## src/rtl/bp_pkg.sv

```systemverilog
// Shared constants and helpers for the correlating branch predictor.
// Assumes instructions are 4-byte aligned, so PC bits [1:0] carry no index information.
package bp_pkg;
    localparam int PC_LSB = 2;

    // Weakly not-taken counter value for a counter of the given width.
    function automatic int weak_not_taken(input int ctr_bits);
        return (1 << (ctr_bits - 1)) - 1;
    endfunction
endpackage

```

## src/rtl/bp_index_gen.sv

```systemverilog
// Builds a table index from the PC index bits and the global history.
// The history sits above the PC bits. With HIST_BITS == 0 only the PC bits are used.
module bp_index_gen #(
    parameter int HIST_BITS   = 2,
    parameter int PC_IDX_BITS = 4,
    parameter int HW          = (HIST_BITS > 0) ? HIST_BITS : 1,
    parameter int IDX_W       = HIST_BITS + PC_IDX_BITS
) (
    input  logic [PC_IDX_BITS-1:0] pc_bits,
    input  logic [HW-1:0]          hist,
    output logic [IDX_W-1:0]       idx
);
    generate
        if (HIST_BITS > 0) begin : g_corr
            // Concatenate the history above the PC index.
            assign idx = {hist[HIST_BITS-1:0], pc_bits};
        end else begin : g_plain
            // No history: the index is the PC bits alone.
            logic unused_hist;
            assign unused_hist = ^hist;
            assign idx = pc_bits;
        end
    endgenerate
endmodule

```

## src/rtl/bp_hist_reg.sv

```systemverilog
// Global outcome history shift register. A resolved direction enters bit 0.
// Assumes at most one resolve per cycle. Resets to all zeros.
module bp_hist_reg #(
    parameter int HIST_BITS = 2,
    parameter int HW        = (HIST_BITS > 0) ? HIST_BITS : 1
) (
    input  logic          clk,
    input  logic          rst_n,
    input  logic          shift_en,
    input  logic          bit_in,
    output logic [HW-1:0] hist_q
);
    generate
        if (HIST_BITS == 0) begin : g_none
            // Without history the output is tied to zero.
            logic unused_in;
            assign unused_in = shift_en ^ bit_in ^ clk ^ rst_n;
            assign hist_q = '0;
        end else begin : g_shift
            logic [HIST_BITS-1:0] q;
            // Shift in the resolved direction; clear on reset.
            always_ff @(posedge clk) begin
                if (!rst_n)
                    q <= '0;
                else if (shift_en)
                    q <= (HIST_BITS == 1) ? HIST_BITS'(bit_in)
                                          : HIST_BITS'({q, bit_in});
            end
            assign hist_q = q;

            assert_hist_reset_R1: assert property (@(posedge clk) disable iff (!rst_n)
                $rose(rst_n) |-> hist_q == '0);
            assert_shift_in_R7: assert property (@(posedge clk) disable iff (!rst_n)
                shift_en |=> hist_q[0] == $past(bit_in));
            assert_hist_hold_R7: assert property (@(posedge clk) disable iff (!rst_n)
                !shift_en |=> hist_q == $past(hist_q));
        end
        if (HIST_BITS > 1) begin : g_upper
            assert_shift_up_R7: assert property (@(posedge clk) disable iff (!rst_n)
                shift_en |=> hist_q[HIST_BITS-1:1] == $past(hist_q[HIST_BITS-2:0]));
        end
    endgenerate
endmodule

```

## src/rtl/bp_sat_step.sv

```systemverilog
// Moves a saturating counter one step toward the given direction.
// Purely combinational. Holds the value at either bound.
module bp_sat_step #(
    parameter int CTR_BITS = 2
) (
    input  logic [CTR_BITS-1:0] cur,
    input  logic                taken,
    output logic [CTR_BITS-1:0] nxt
);
    localparam logic [CTR_BITS-1:0] CTR_MAX = '1;

    // Increment toward taken or decrement toward not-taken, clamped at the bounds.
    always_comb begin
        nxt = cur;
        if (taken && cur != CTR_MAX)
            nxt = cur + 1'b1;
        else if (!taken && cur != '0)
            nxt = cur - 1'b1;
    end
endmodule

```

## src/rtl/bp_ctr_table.sv

```systemverilog
// Table of saturating counters with one combinational read port and one write port.
// The write applies at the clock edge, so a read in the same cycle sees the old value.
// Assumes the table is small enough to reset every entry in one cycle.
module bp_ctr_table #(
    parameter int IDX_W    = 6,
    parameter int CTR_BITS = 2
) (
    input  logic                clk,
    input  logic                rst_n,
    input  logic [IDX_W-1:0]    rd_idx,
    output logic [CTR_BITS-1:0] rd_ctr,
    input  logic                wr_en,
    input  logic [IDX_W-1:0]    wr_idx,
    input  logic                wr_taken
);
    localparam int ENTRIES = 1 << IDX_W;
    localparam logic [CTR_BITS-1:0] RST_VAL = CTR_BITS'(bp_pkg::weak_not_taken(CTR_BITS));
    localparam logic [CTR_BITS-1:0] CTR_MAX = '1;

    logic [CTR_BITS-1:0] mem [ENTRIES];
    logic [CTR_BITS-1:0] cur;
    logic [CTR_BITS-1:0] nxt;

    // Current value of the entry being updated.
    assign cur = mem[wr_idx];

    bp_sat_step #(.CTR_BITS(CTR_BITS)) u_step (
        .cur   (cur),
        .taken (wr_taken),
        .nxt   (nxt)
    );

    // Reset every entry to weakly not-taken, else write the stepped value.
    always_ff @(posedge clk) begin
        if (!rst_n) begin
            for (int i = 0; i < ENTRIES; i++)
                mem[i] <= RST_VAL;
        end else if (wr_en) begin
            mem[wr_idx] <= nxt;
        end
    end

    // Read port for prediction.
    assign rd_ctr = mem[rd_idx];

    assert_sat_top_R5: assert property (@(posedge clk) disable iff (!rst_n)
        wr_en && wr_taken && cur == CTR_MAX |=> mem[$past(wr_idx)] == CTR_MAX);
    assert_sat_bot_R5: assert property (@(posedge clk) disable iff (!rst_n)
        wr_en && !wr_taken && cur == '0 |=> mem[$past(wr_idx)] == '0);
    assert_step_up_R4: assert property (@(posedge clk) disable iff (!rst_n)
        wr_en && wr_taken && cur != CTR_MAX |=>
            mem[$past(wr_idx)] == CTR_BITS'($past(cur) + 1'b1));
    assert_step_dn_R4: assert property (@(posedge clk) disable iff (!rst_n)
        wr_en && !wr_taken && cur != '0 |=>
            mem[$past(wr_idx)] == CTR_BITS'($past(cur) - 1'b1));
    assert_no_write_hold_R4: assert property (@(posedge clk) disable iff (!rst_n)
        !wr_en |=> mem[$past(rd_idx)] == $past(rd_ctr));
endmodule

```

## src/rtl/bp_corr_predictor.sv

```systemverilog
// Correlating two-level branch direction predictor (top).
// Fetch side: a combinational prediction from {history, PC index}.
// Resolve side: updates the counter chosen by the saved history and shifts the history.
// Assumes at most one resolve per cycle and that resolves arrive in program order.
module bp_corr_predictor #(
    parameter int PC_W        = 32,
    parameter int HIST_BITS   = 2,
    parameter int CTR_BITS    = 2,
    parameter int PC_IDX_BITS = 4
) (
    input  logic                                       clk,
    input  logic                                       rst_n,
    input  logic [PC_W-1:0]                            fetch_pc,
    output logic                                       fetch_taken,
    output logic [((HIST_BITS > 0) ? HIST_BITS : 1)-1:0] fetch_hist,
    input  logic                                       res_valid,
    input  logic [PC_W-1:0]                            res_pc,
    input  logic                                       res_taken,
    input  logic [((HIST_BITS > 0) ? HIST_BITS : 1)-1:0] res_hist
);
    localparam int HW    = (HIST_BITS > 0) ? HIST_BITS : 1;
    localparam int IDX_W = HIST_BITS + PC_IDX_BITS;
    localparam int LSB   = bp_pkg::PC_LSB;
    localparam int MSB   = PC_IDX_BITS + LSB - 1;

    logic [HW-1:0]       ghr;
    logic [IDX_W-1:0]    fetch_idx;
    logic [IDX_W-1:0]    res_idx;
    logic [CTR_BITS-1:0] fetch_ctr;

    // PC bits that never reach the index.
    logic unused_pc;
    assign unused_pc = ^{fetch_pc[PC_W-1:MSB+1], fetch_pc[LSB-1:0],
                         res_pc[PC_W-1:MSB+1],   res_pc[LSB-1:0]};

    bp_hist_reg #(.HIST_BITS(HIST_BITS), .HW(HW)) u_hist (
        .clk      (clk),
        .rst_n    (rst_n),
        .shift_en (res_valid),
        .bit_in   (res_taken),
        .hist_q   (ghr)
    );

    bp_index_gen #(.HIST_BITS(HIST_BITS), .PC_IDX_BITS(PC_IDX_BITS), .HW(HW), .IDX_W(IDX_W)) u_fidx (
        .pc_bits (fetch_pc[MSB:LSB]),
        .hist    (ghr),
        .idx     (fetch_idx)
    );

    bp_index_gen #(.HIST_BITS(HIST_BITS), .PC_IDX_BITS(PC_IDX_BITS), .HW(HW), .IDX_W(IDX_W)) u_ridx (
        .pc_bits (res_pc[MSB:LSB]),
        .hist    (res_hist),
        .idx     (res_idx)
    );

    bp_ctr_table #(.IDX_W(IDX_W), .CTR_BITS(CTR_BITS)) u_tbl (
        .clk      (clk),
        .rst_n    (rst_n),
        .rd_idx   (fetch_idx),
        .rd_ctr   (fetch_ctr),
        .wr_en    (res_valid),
        .wr_idx   (res_idx),
        .wr_taken (res_taken)
    );

    // The prediction is the counter's MSB; the history goes out with it.
    assign fetch_taken = fetch_ctr[CTR_BITS-1];
    assign fetch_hist  = ghr;
endmodule

```

## config.mk

```make
export PLATFORM = sky130hd
export DESIGN_NAME = bp_corr_predictor
export DESIGN_NICKNAME = d
export VERILOG_FILES = /design/src/rtl/bp_pkg.sv /design/src/rtl/bp_index_gen.sv /design/src/rtl/bp_hist_reg.sv /design/src/rtl/bp_sat_step.sv /design/src/rtl/bp_ctr_table.sv /design/src/rtl/bp_corr_predictor.sv
export SDC_FILE = /design/constraint.sdc
export NUM_CORES = 1
export LEC_CHECK = 0
export BUFFER_PORTS_ARGS = -buffer_cell sky130_fd_sc_hd__buf_4
export CAP_MARGIN = 20
export CORE_ASPECT_RATIO = 0.9
export CORE_MARGIN = 2
export CORE_UTILIZATION = 55
export DETAILED_ROUTE_END_ITERATION = 8
export GPL_TIMING_DRIVEN = 0
export PLACE_DENSITY = 0.78
export SLEW_MARGIN = 20
export SYNTH_ARGS = -nofsm -noshare
export SYNTH_HDL_FRONTEND = slang
export SYNTH_SLANG_ARGS = --single-unit
```

## constraint.sdc

```tcl
create_clock -name clk -period 3.7 [get_ports clk]
set_input_delay 0.37 -clock clk [delete_from_list [all_inputs] [get_ports clk]]
set_output_delay 0.37 -clock clk [all_outputs]
set_load 0.005 [all_outputs]
```

* After elaboration in Yosys (flattened, before gate mapping)
Memories as Yosys holds them, arrays and structs flattened.
Cells that the tools add are included.
** Word-level totals
- Flip-flop bits (word level) :: 2
- RAM bits :: 128
- Input port bits :: 70
- Output and inout port bits :: 3
- Logic and storage cells :: 19
- Memories :: 1
** Memories
- u_tbl.mem :: depth 64, width 2, read ports 2, clocked after memory_dff 0, write ports 64, RTL line bp_ctr_table.sv:20 : logic [CTR_BITS-1:0] mem [ENTRIES];
** Cells by class
- Add/subtract/negate cells :: 2
- Eq/ne operators :: 1
- Mux-type cells :: 9
- Reductions and logical operators :: 5
** Operators by type and width (count)
- $mux W2 :: 3
- $mux W6 :: 1
- $mux W1 :: 5
- $add A2 B1 Y2 const B :: 1
- $logic_and A1 B1 Y1 :: 2
- $ne A2 B2 Y1 const B :: 1
- $reduce_bool A2 Y1 :: 1
- $reduce_or A2 Y1 :: 1
- $sub A2 B1 Y2 const B :: 1
- $logic_not A1 Y1 :: 1

* Longest topological paths before layout
An unclocked memory read counts as a cell.
- Depth in word-level cells :: 6
- Mapped depth :: 16
- Gate-level depth less buffers :: 11

* Modules after synthesis
From an unflattened synthesis, not the netlist that was laid out.
** Unflattened totals
- Cell total of the unflattened synthesis :: 658
- Area total of the unflattened synthesis :: 7671.1 um^2
** By module, submodules not included
- bp_ctr_table :: times used 1, cells an instance 633, area each 7448.4 um^2, seq. area each 3843.7 um^2
- bp_index_gen :: times used 2, cells an instance 6, area each 45.0 um^2, seq. area each 0.0 um^2
- bp_hist_reg :: times used 1, cells an instance 6, area each 72.6 um^2, seq. area each 40.0 um^2
- bp_sat_step :: times used 1, cells an instance 7, area each 60.1 um^2, seq. area each 0.0 um^2

* Least setup slack after synthesis
Ideal clock, no wire load.
- Path type :: input port to flip-flop
- Start :: input res_pc[4]
- End :: memory u_tbl.mem[35][0] (data pin)
- Library setup time :: 0.291 ns
- Arrival :: 2.902 ns
- Required time :: 3.409 ns
- Setup slack :: 0.508 ns
- Cell stages on the path :: 15
- Path buffers :: 5
- Cell sequence :: buf_2 buf_6 buf_6 buf_4 mux2i_1 o22ai_1 o21ai_0 o2111ai_1 nor2_1 inv_1 ha_1 mux2_2 a31oi_2 buf_2 o211ai_1
** RTL lines
- start: declaration :: RTL line bp_corr_predictor.sv:17 : input logic [PC_W-1:0] res_pc,
- end: declaration :: RTL line bp_ctr_table.sv:20

==> flow_summary.ini <==
[detailed_routing]
detail_route.wirelength_mm = 25.6
detail_route.wl_per_cell_um = 29.9
vias_per_cell = 7.23
post-route-drc-count = 0
detail_route.first_pass.iterations = 5
drtIter0Drc = 1104
num_vias = 6191
antenna_left = 0

[synthesis]
synth-warning-count = 0
synth.net_count = 714
yosysTopAreaCellShare = 0.514
yosysUniqueCellTypes = 49
synth_edf_count = 128
syn_area_um2 = 7480
syn_avg_cell_area_um2 = 11.7
synthFlopType = edfxtp_1
synthArstFlopShare = 0
post_synth_inst_count = 642
postSynthRegisterBits = 130
synth_largest_area_cell = edfxtp_1
seq_area_frac_synth = 0.519
commonest_cells_in_the_synthesized_netlist = 128 x edfxtp_1, 67 x nand2_1, 57 x o21ai_0
yosys-top-cells-area = edfxtp_1 51%, mux4_2 8.7%, mux2i_1 6.0%
top_count_cell_post_synth = edfxtp_1

[critical_path]
crit_family = buffers and inverters
crit_path_capture_type = register
slowest_delay_ns = 0.33
r2r_end = u_tbl.mem[15][0]
critical-path-slowest-cell = buf_2
worstSetupStartpointType = input port
r2r-start = u_tbl.mem[38][0]
critical_path_peak_fanout = 10
kind_of_critical_path = input port to register
r2r_slack_ns = 0.15
crit_path_cell_trace = buf_2, buf_6, buf_6, buf_4, mux2i_1, o22ai_1, o21ai_2, o2111ai_2, nor2_1, ha_1, mux2_2, and4_1, buf_2, buf_2, o211ai_1
ff2ff_path_depth = 12
crit_buf_inv = 6
most_frequent_cp_cell = buf_2
cp.required_ns = 3.79
timing.critical_path.arrival_ns = 3.69

[die]
die_area_um2 = 14600
design.core.area_um2 = 13300
row_count = 40
pin_count = 73
initial_core_util = 0.562
fp.dieH_um = 115
die_w_um = 127

[sta]
worst-slew-pin-transition_ns = 1.17
pnr_worst_setup_slack_ns = 0.0931
fin_crit_ns = 3.61
slew-limit-headroom = 0.211
period_share = 0.975
timing.final.hold_violations = 0
slew_viol_final = 0
max_clock_freq_mhz = 277
clock_skews_ns = 0.0108
report.final.setup_viol = 0

[finish]
fillers = 1052
register_area_um2 = 3880
design.final.nets = 748
final_cell_count_no_fill = 856
proportion_of_layout_cells_with_a_drive_suffix_above_1 = 0.177
area_overhead_vs_synth_pct = 12.0
antenna-diode-count = 0
multiInputGateArea_um2 = 3250

[clock_network]
clock_sink_count = 130
ctsLongestPathBuffers = 2
clk_pin_slew_ns = 0.06
cts_tree = built
cts_max_level = 4
clock_tree.root_cell = clkbuf_16
cts_hold_buf = 0
worst_skew_pair.late_latency_ns = 0.43
tritoncts.num_buffers = 17

[min_path]
min_to = u_hist.hist_q[0]
hold_path.class = input port to register
min_from = res_valid
whs_path_depth = 3

[global_route]
global_route.overflow_total = 0
grt_pass1_vias = 6075
grtUsageTotal = 0.367
largest_net_degree_at_the_start_of_global_routing = 17
wire_length_of_the_first_global_routing_pass_mm = 37.7
antenna_found_initial = 0

[power]
total_leakage_power_nw = 2.91
power_density_nw_per_um2 = 456
vdd_drop_max_mv = 0.407

[placement]
dpl_worst_slack_ns = -0.930
dp_hpwl_mm = 18.0
gp_congestion = 1.03
port_buffers = 12
dpl.cell_count = 822

[outcome]
outcome = finished, final reports clean

[run]
maxCapViolCount = 0
-- kinds of logic after synthesis --
family / Yosys count / share of synthesized area
compound gates: 206 / 0.176
simple gates: 157 / 0.100
flops: 130 / 0.519
mux: 75 / 0.149
buf+inv: 72 / 0.0528
fa+ha+maj: 2 / 0.00334
-- layout by cell type, fill, tap and decap left out, types with 3 or more instances in the layout --
master and instances:
edfxtp_1 128, nand2_1 67, o21ai_0 54, mux2i_1 45, a21oi_1 38, o21bai_1 34
nor2_1 29, mux4_2 29, clkbuf_1 28, buf_2 21, a21boi_1 19, buf_4 19
o22ai_1 17, clkbuf_16 17, a211oi_1 13, o211ai_1 12, nand3_1 12, buf_6 11
nor3_1 8, nand2b_1 5, clkbuf_2 5, nor3b_1 5, and3_1 5, clkinv_1 5
nand3b_1 4, inv_1 4, or3_1 4, nor2b_1 3, and3b_1 3, o22a_1 3
or3b_2 3
-- final cells by class --
class                           count  share of cell area
Inverter                            5             0.00224
Tap cell                          168              0.0251
Sequential cell                   130               0.463
Clock inverter                      9             0.00791
Multi-Input combinational cell    440               0.388
Buffer                             66              0.0455
Timing Repair Buffer               16              0.0143
Clock buffer                       22              0.0530
-- metal layers --
layer | share of wire | track usage | up-vias | wire length (µm)
li1 | - | - | 2545 | -
met1 | 0.38 | 0.492 | 3070 | 9630
met2 | 0.44 | 0.538 | 476 | 11200
met3 | 0.13 | 0.110 | 100 | 3410
met4 | 0.054 | 0.201 | 0 | 1380
met5 | 0 | 0 | - | 0
-- timing repair --
action,4_1_cts,5_1_grt
gates resized for setup,8,8
setup buffers,0,4
endpoints found under the setup margin,120,122
cloned,0,0
-- tightest hold or removal path: cells and delay by family --
kind | cells | cell delay, ns
buffers and inverters | 1 | 0.11
and+or+nand+nor | 1 | 0.10
muxes | 1 | 0.07
-- state kept, by name, indices dropped and copies added (netlist names) --
| name | cells |
|---|---|
| u_tbl.mem | 128 |
| u_hist.hist_q | 2 |
-- metrics by stage --
stage / util / setup TNS, ns / total power [mW] / hold slack [ns] / cell area (µm²)
floorplan: - / 0 / 2.06 / 0.539 / 7480
global placement: 0.585 / -74.18 / 2.27 / 0.543 / 7780
detailed placement: 0.585 / -80.01 / 2.29 / 0.573 / 7780
CTS: 0.625 / 0 / 3.77 / 0.266 / 8330
global route: 0.629 / -0.0129 / 3.90 / 0.273 / 8380
finish: 0.629 / 0 / 3.82 / 0.268 / 8380
-- worst max path at each step --
stage	startpoint	to	slack, ns	cells after the start
after detailed placement	res_pc[4]	u_tbl.mem[15][1]	-0.93	13
final	res_pc[4]	u_tbl.mem[10][0]	0.09	15
after global routing	res_pc[4]	u_tbl.mem[11][0]	-0.009	16
after global placement	res_pc[4]	u_tbl.mem[15][1]	-0.85	12
after CTS	res_pc[2]	u_tbl.mem[10][0]	0.005	14
after floorplan	res_pc[4]	u_tbl.mem[35][0]	0.51	15
-- power by group --
group          switching [mW]  leakage (nW)  internal, mW  total [mW]
clock network           0.597         0.245         0.903        1.50
logic                   0.455          1.52         0.194       0.650
registers              0.0202          1.14          1.65        1.67
Power figures use the tool's default switching activity.
